`config.mk`:
```
export PLATFORM = sky130hd
export DESIGN_NAME = dlw_sram
export DESIGN_NICKNAME = d
export VERILOG_FILES = /design/src/rtl/dlw_pkg.sv /design/src/rtl/dlw_burst_ctrl.sv /design/src/rtl/dlw_mem_array.sv /design/src/rtl/dlw_wr_queue.sv /design/src/rtl/dlw_sram.sv
export SDC_FILE = /design/constraint.sdc
export NUM_CORES = 2
export LEC_CHECK = 0
export ABC_AREA = 1
export BUFFER_PORTS_ARGS = -buffer_cell sky130_fd_sc_hd__clkbuf_2
export CORE_MARGIN = 5
export CORE_UTILIZATION = 35
export DETAILED_ROUTE_END_ITERATION = 6
export GPL_TIMING_DRIVEN = 0
export PLACE_DENSITY = 0.5
export SETUP_SLACK_MARGIN = 0.5
export SYNTH_ARGS = -nofsm -noshare
export SYNTH_HDL_FRONTEND = slang
export SYNTH_HIERARCHICAL = 1
export SYNTH_SLANG_ARGS = --single-unit
```
`constraint.sdc`:
```
create_clock -name clk -period 3.3 [get_ports clk]
set_clock_uncertainty 0.05 [all_clocks]
set_input_delay 0.33 -clock clk [delete_from_list [all_inputs] [get_ports clk]]
set_output_delay 0.33 -clock clk [all_outputs]
set_load 0.005 [all_outputs]
```
`src/rtl/dlw_pkg.sv`:
```
`timescale 1ns/1ps
package dlw_pkg;
   // number of low address bits stepped by the burst counter
   localparam int BURST_BITS = 2;
   // width of one byte lane
   localparam int LANE_W     = 8;

   typedef enum logic [1:0] {
      OP_NONE = 2'd0,
      OP_RD   = 2'd1,
      OP_WR   = 2'd2
   } op_e;
endpackage

```
`src/rtl/dlw_burst_ctrl.sv`:
```
`timescale 1ns/1ps
module dlw_burst_ctrl
   import dlw_pkg::*;
#(
   parameter int AW = 6
) (
   input  logic          clk,
   input  logic          rst_n,
   input  logic [AW-1:0] addr,
   input  logic          adv,
   input  logic          cs_n,
   input  logic          we_n,
   output op_e           op,
   output logic [AW-1:0] eff_addr,
   output logic          active
);
   localparam int BB = BURST_BITS;

   logic [AW-1:0] base_q;
   logic [BB-1:0] cnt_q;
   logic          last_wr_q;
   logic          load, cont;
   logic [BB-1:0] step_lo;

   assign load    = !adv && !cs_n;
   assign cont    = adv && active;
   assign step_lo = base_q[BB-1:0] + cnt_q + BB'(1);

   generate
      if (AW == BB) begin : g_all_low
         assign eff_addr = load ? addr : step_lo;
      end else begin : g_split
         assign eff_addr = load ? addr : {base_q[AW-1:BB], step_lo};
      end
   endgenerate

   always_comb begin
      if (load)      op = we_n ? OP_RD : OP_WR;
      else if (cont) op = last_wr_q ? OP_WR : OP_RD;
      else           op = OP_NONE;
   end

   always_ff @(posedge clk) begin
      if (!rst_n) begin
         base_q    <= '0;
         cnt_q     <= '0;
         last_wr_q <= 1'b0;
         active    <= 1'b0;
      end else if (load) begin
         base_q    <= addr;
         cnt_q     <= '0;
         last_wr_q <= !we_n;
         active    <= 1'b1;
      end else if (!adv) begin
         active    <= 1'b0;
      end else if (active) begin
         cnt_q     <= cnt_q + BB'(1);
      end
   end
endmodule

```
`src/rtl/dlw_mem_array.sv`:
```
`timescale 1ns/1ps
module dlw_mem_array
   import dlw_pkg::*;
#(
   parameter int AW = 6,
   parameter int NB = 4
) (
   input  logic                 clk,
   input  logic                 we,
   input  logic [AW-1:0]        waddr,
   input  logic [NB-1:0]        wen_n,
   input  logic [NB*LANE_W-1:0] wdata,
   input  logic [AW-1:0]        raddr,
   output logic [NB*LANE_W-1:0] rdata
);
   localparam int DEPTH = 1 << AW;

   generate
      for (genvar b = 0; b < NB; b++) begin : g_lane
         logic [LANE_W-1:0] lane_mem [DEPTH];

         always_ff @(posedge clk) begin
            if (we && !wen_n[b])
               lane_mem[waddr] <= wdata[b*LANE_W +: LANE_W];
         end

         assign rdata[b*LANE_W +: LANE_W] = lane_mem[raddr];
      end
   endgenerate
endmodule

```
`src/rtl/dlw_wr_queue.sv`:
```
`timescale 1ns/1ps
module dlw_wr_queue
   import dlw_pkg::*;
#(
   parameter int AW     = 6,
   parameter int NB     = 4,
   parameter int NPROBE = 2
) (
   input  logic                 clk,
   input  logic                 rst_n,
   input  logic                 push,
   input  logic [AW-1:0]        push_addr,
   input  logic [NB-1:0]        push_be_n,
   input  logic [NB*LANE_W-1:0] bus_data,
   output logic                 commit_en,
   output logic [AW-1:0]        commit_addr,
   output logic [NB-1:0]        commit_be_n,
   input  logic [AW-1:0]        probe_addr [NPROBE],
   input  logic [NB*LANE_W-1:0] probe_d    [NPROBE],
   output logic [NB*LANE_W-1:0] probe_q    [NPROBE]
);
   // entry 1: issued last edge; entry 2: its data is on the bus now
   logic          e1_v, e2_v;
   logic [AW-1:0] e1_a, e2_a;
   logic [NB-1:0] e1_be, e2_be;

   always_ff @(posedge clk) begin
      if (!rst_n) begin
         e1_v <= 1'b0;
         e2_v <= 1'b0;
      end else begin
         e1_v <= push;
         e2_v <= e1_v;
      end
   end

   always_ff @(posedge clk) begin
      e1_a  <= push_addr;
      e1_be <= push_be_n;
      e2_a  <= e1_a;
      e2_be <= e1_be;
   end

   assign commit_en   = e2_v;
   assign commit_addr = e2_a;
   assign commit_be_n = e2_be;

   generate
      for (genvar p = 0; p < NPROBE; p++) begin : g_probe
         logic hit;
         assign hit = e2_v && (e2_a == probe_addr[p]);
         for (genvar b = 0; b < NB; b++) begin : g_lane
            assign probe_q[p][b*LANE_W +: LANE_W] =
               (hit && !e2_be[b]) ? bus_data[b*LANE_W +: LANE_W]
                                  : probe_d[p][b*LANE_W +: LANE_W];
         end
      end
   endgenerate
endmodule

```
`src/rtl/dlw_sram.sv`:
```
`timescale 1ns/1ps
module dlw_sram
   import dlw_pkg::*;
#(
   parameter int AW = 6,
   parameter int NB = 4
) (
   input  logic                 clk,
   input  logic                 rst_n,
   input  logic [AW-1:0]        addr,
   input  logic                 adv,
   input  logic                 cs_n,
   input  logic                 we_n,
   input  logic [NB-1:0]        be_n,
   input  logic [NB*LANE_W-1:0] dq_i,
   output logic [NB*LANE_W-1:0] dq_o,
   output logic                 dq_oe,
   output logic                 rvalid
);
   localparam int DW = NB * LANE_W;

   generate
      if (AW < BURST_BITS) begin : g_bad_aw
         $error("dlw_sram: AW must cover the burst counter bits");
      end
      if (NB < 1) begin : g_bad_nb
         $error("dlw_sram: NB must be at least 1");
      end
   endgenerate

   op_e           op;
   logic [AW-1:0] eff_addr;
   logic          burst_act;
   logic          wq_commit;
   logic [AW-1:0] wq_addr;
   logic [NB-1:0] wq_be_n;
   logic [DW-1:0] arr_q;
   logic [AW-1:0] pr_addr [2];
   logic [DW-1:0] pr_d    [2];
   logic [DW-1:0] pr_q    [2];

   // read pipeline stage between command edge and output edge
   logic          rd1_v;
   logic [AW-1:0] rd1_addr;
   logic [DW-1:0] rd1_data;

   dlw_burst_ctrl #(.AW(AW)) u_burst (
      .clk      (clk),
      .rst_n    (rst_n),
      .addr     (addr),
      .adv      (adv),
      .cs_n     (cs_n),
      .we_n     (we_n),
      .op       (op),
      .eff_addr (eff_addr),
      .active   (burst_act)
   );

   dlw_mem_array #(.AW(AW), .NB(NB)) u_mem (
      .clk   (clk),
      .we    (wq_commit),
      .waddr (wq_addr),
      .wen_n (wq_be_n),
      .wdata (dq_i),
      .raddr (eff_addr),
      .rdata (arr_q)
   );

   assign pr_addr[0] = eff_addr;
   assign pr_d[0]    = arr_q;
   assign pr_addr[1] = rd1_addr;
   assign pr_d[1]    = rd1_data;

   dlw_wr_queue #(.AW(AW), .NB(NB), .NPROBE(2)) u_wq (
      .clk         (clk),
      .rst_n       (rst_n),
      .push        (op == OP_WR),
      .push_addr   (eff_addr),
      .push_be_n   (be_n),
      .bus_data    (dq_i),
      .commit_en   (wq_commit),
      .commit_addr (wq_addr),
      .commit_be_n (wq_be_n),
      .probe_addr  (pr_addr),
      .probe_d     (pr_d),
      .probe_q     (pr_q)
   );

   always_ff @(posedge clk) begin
      if (!rst_n) begin
         rd1_v  <= 1'b0;
         rvalid <= 1'b0;
         dq_oe  <= 1'b0;
      end else begin
         rd1_v  <= (op == OP_RD);
         rvalid <= rd1_v;
         dq_oe  <= rd1_v;
      end
   end

   always_ff @(posedge clk) begin
      if (!rst_n) begin
         rd1_addr <= '0;
         rd1_data <= '0;
         dq_o     <= '0;
      end else begin
         rd1_addr <= eff_addr;
         rd1_data <= pr_q[0];
         if (rd1_v) dq_o <= pr_q[1];
      end
   end
endmodule

```
==> results.yml <==
clock_tree:
  numClockSinks: 2152
  clk_pin_slew_worst_paths_ps: 60
  root_buffer: "clkbuf_16"
  cts.path.max_buffers: 3
  clkLatencyLatePin_ps: 900
  htree_levels: 4
  cts_buffers: 229
  cts_tree: "done"
global_route:
  grt_pass1_vias: 62157
  overflow: 0
  grt_pass1_wl_um: 558000
  grt_max_degree: 67
  grt.busiest_layer: "met2"
  track_usage_pct: 31.5
  grtUsageMet3_pct: 11.3
  grt_use_met2_pct: 45.2
  use_met1_pct: 40.5
  antenna_found_initial: 42
worst_setup_path:
  path_class: "reg -> reg"
  r2r_slack_ps: -40
  cp_slowest_cell: "dfxtp_2"
  cp.required_ps: 4030
  crit_top_cell: "buf_12"
  slowest_delay_ps: 330
  crit_arrival_ps: 4070
  r2r-start: "u_burst/cnt_q[0]"
  crit_start: "u_burst/cnt_q[0]"
  critPathLaunchType: "register"
  cp_cell_sequence: "inv_2, ha_4, o21ai_4, buf_12, buf_12, buf_12, buf_16, buf_16, buf_12, buf_4, buf_12, buf_4, nand2_1, nand3_1, nand3_2, nand3_4, nand3_4, nand2_8, nand2_4, nand2_2, nand2_2, nand2_1, nand2_1, inv_1"
  reg2reg_depth: 24
  r2r_end: "rd1_data[12]"
  worstPathMaxFanout: 7
  end_kind: "register"
floorplan:
  start_util_pct: 35.1
  core_mm2: 0.251
  fp-row-count: 184
  ios: 81
  die-width_um: 512
  die-area_mm2: 0.262
  die_y_um: 512
min_path:
  whs_path_depth: 5
  hold_start: "cs_n"
  holdPathEnd: "u_wq/e1_a[0]"
  hp-class: "in -> reg"
detailed_routing:
  dr.pass1.iters: 7
  vias_per_cell: 5.90
  routed_wl_um: 433000
  wl_per_cell_um: 36.6
  dr_total_vias: 69725
  drt_iter0_drc: 11124
  drc_errors: 0
  ant_nets: 0
power:
  power.density_mw_per_mm2: 609
  power.leakage_uw: 0.0391
  irDropWorstVdd_uv: 470
synthesis:
  yosysSeqAreaShare_pct: 72.2
  ys_types: 32
  syn_nets: 7791
  synth-seq-cells: 2152
  yosysWarnings: 6
  netlist_area_mm2: 0.0880
  synthCells: 7743
  syn_area_per_cell_um2: 11.4
timing:
  fmax_mhz: 299
  tightest_slew_ps: 1310
  period_needed_ps: 3340
  setup_slack_ps: -40.3
  fin_crit_sh_pct: 101
  slew_headroom_pct: 12.5
  grt_setup_unrepaired: "true"
  hold_slack_ps: 25.7
  finalHoldViolCount: 0
  report.final.slew_viol_count: 0
  setup_viol: 9
final_layout:
  nNetsFinal: 8311
  area_growth_pct: 24.2
  fin_util_pct: 43.6
  fillCellCount: 23452
  drive_gt1_share_pct: 20.3
place:
  portBuffers: 80
  gp_congestion: 1.03
  dp_hpwl_um: 308000
status:
  outcome: "complete, but fails checks"
  violations: "negative setup slack"
flow_run:
  drv_cap: 0
worst max-delay path: cells and delay by family, from the launching register on:
family                     cells  cell delay (ps)
adders and majority gates      1              270
buffers and inverters         11             1340
AOI/OAI and AO/OA              1               70
and+or+nand+nor               11             1130
DFF                            1              330
synth_stat cells (all sizes together):
| library cell | count | area, um^2 |
|---|---|---|
| clkinv | 6 | 22.5 |
| nand2 | 2614 | 9830 |
| clkbuf | 103 | 387 |
| ha | 1 | 12.5 |
| inv | 125 | 472 |
| dfxtp | 104 | 2080 |
| o22ai | 6 | 43.8 |
| edfxtp | 2048 | 61500 |
| nor2 | 337 | 1320 |
| o21ai | 7 | 35.0 |
| buf | 396 | 2200 |
| nor3 | 17 | 85.1 |
| xnor2 | 2 | 17.5 |
| a21oi | 5 | 28.8 |
| nand3 | 1940 | 9790 |
| nand4 | 32 | 200 |
logic make-up (layout without fill, tap and decap cells):
group / count (synthesis) / count (layout) / synth area share (%)
other: 0 / 24 / 0
adder cells (fa/ha/maj): 1 / 1 / 0.0142
XOR/XNOR: 2 / 2 / 0.0199
buffers and inverters: 630 / 1339 / 3.50
flip-flops: 2152 / 2152 / 72.2
AO/OA/AOI/OAI: 18 / 18 / 0.122
AND/OR/NAND/NOR: 4940 / 4940 / 24.1
what timing repair did:
action | 4_1_cts | 5_1_grt
hold buffers | 51 | 2
buffers inserted | 2 | 60
endpoints found under the hold margin | 396 | 2
pin swaps | 10 | 140
cloned | 1 | 17
resized for setup | 926 | 823
endpoints found under the setup margin | 2080 | 2056
layout by cell type, fill, tap and decap left out, types with 88 or more instances in the layout:
| cell type | synthesis | routed |
|---|---|---|
| buf_6 | 14 | 137 |
| nor2_1 | 331 | 102 |
| nand3_1 | 1931 | 1653 |
| nand3_2 | 4 | 177 |
| clkbuf_2 | 0 | 88 |
| clkbuf_4 | 0 | 94 |
| inv_1 | 116 | 113 |
| edfxtp_1 | 2048 | 2048 |
| buf_4 | 61 | 129 |
| clkbuf_16 | 0 | 252 |
| nand2_1 | 2607 | 2473 |
| nor2_2 | 2 | 183 |
| dfxtp_1 | 104 | 96 |
| nand3_4 | 5 | 110 |
cell type report:
cell class | count | area [um^2] | share of cell area, %
timing repair buffer | 289 | 3700 | 3.39
multi-input combinational | 4961 | 25400 | 23.2
clock buffer | 289 | 6100 | 5.58
buffer | 499 | 4800 | 4.39
inverter | 131 | 513 | 0.469
clock inverter | 131 | 956 | 0.875
tap | 3348 | 4190 | 3.83
antenna | 24 | 60.1 | 0.0549
sequential | 2152 | 63600 | 58.2
power by group:
| part | switching, uW | total [uW] | internal, uW |
|---|---|---|---|
| combinational | 8560 | 11700 | 3180 |
| clock | 11100 | 24700 | 13700 |
| sequential | 92.8 | 30100 | 30000 |
| total | 19700 | 66500 | 46800 |
stage by stage:
stage	setup slack, ps	instances	TNS, ps	area [um^2]	power, uW
floorplan	887	7743	0	88000	34500
global placement	-3240	11171	-4282490	92600	39500
detailed placement	-1830	11247	-847780	94300	39700
CTS	35.2	11721	0	105000	64800
global route	-72.1	11803	-725	109000	67900
finish	-40.3	11824	-151	109000	66500
registers in the layout (all words and copies together) (netlist names):
register               flops
u_wq/e1_be                 4
u_burst/active             1
u_wq/e1_a                  6
u_burst/last_wr_q          1
u_burst/base_q             6
rd1_v                      1
u_wq/commit_be_n           4
u_burst/cnt_q              2
u_mem/g_lane.lane_mem   2048
u_wq/commit_addr           6
dq_o                      32
rvalid                     1
u_wq/commit_en             1
rd1_addr                   6
rd1_data                  32
u_wq/e1_v                  1
worst max path at each step:
stage                     cells after the start                         endpoint  slack [ps]
after floorplan                              20                     rd1_data[13]         890
after global placement                        4  u_mem/g_lane[3].lane_mem[51][4]       -3240
after detailed placement                     16                     rd1_data[23]       -1830
after CTS                                    21                     rd1_data[14]          40
after global routing                         23                     rd1_data[11]         -70
final                                        24                     rd1_data[12]         -40
layer usage:
metal  routed length (um)  share of wire [%]
met1               160000                 37
met2               180000                 42
met3                58800                 14
met4                33700                7.8
met5                  238              0.055
(Power assumes the default switching activity.)
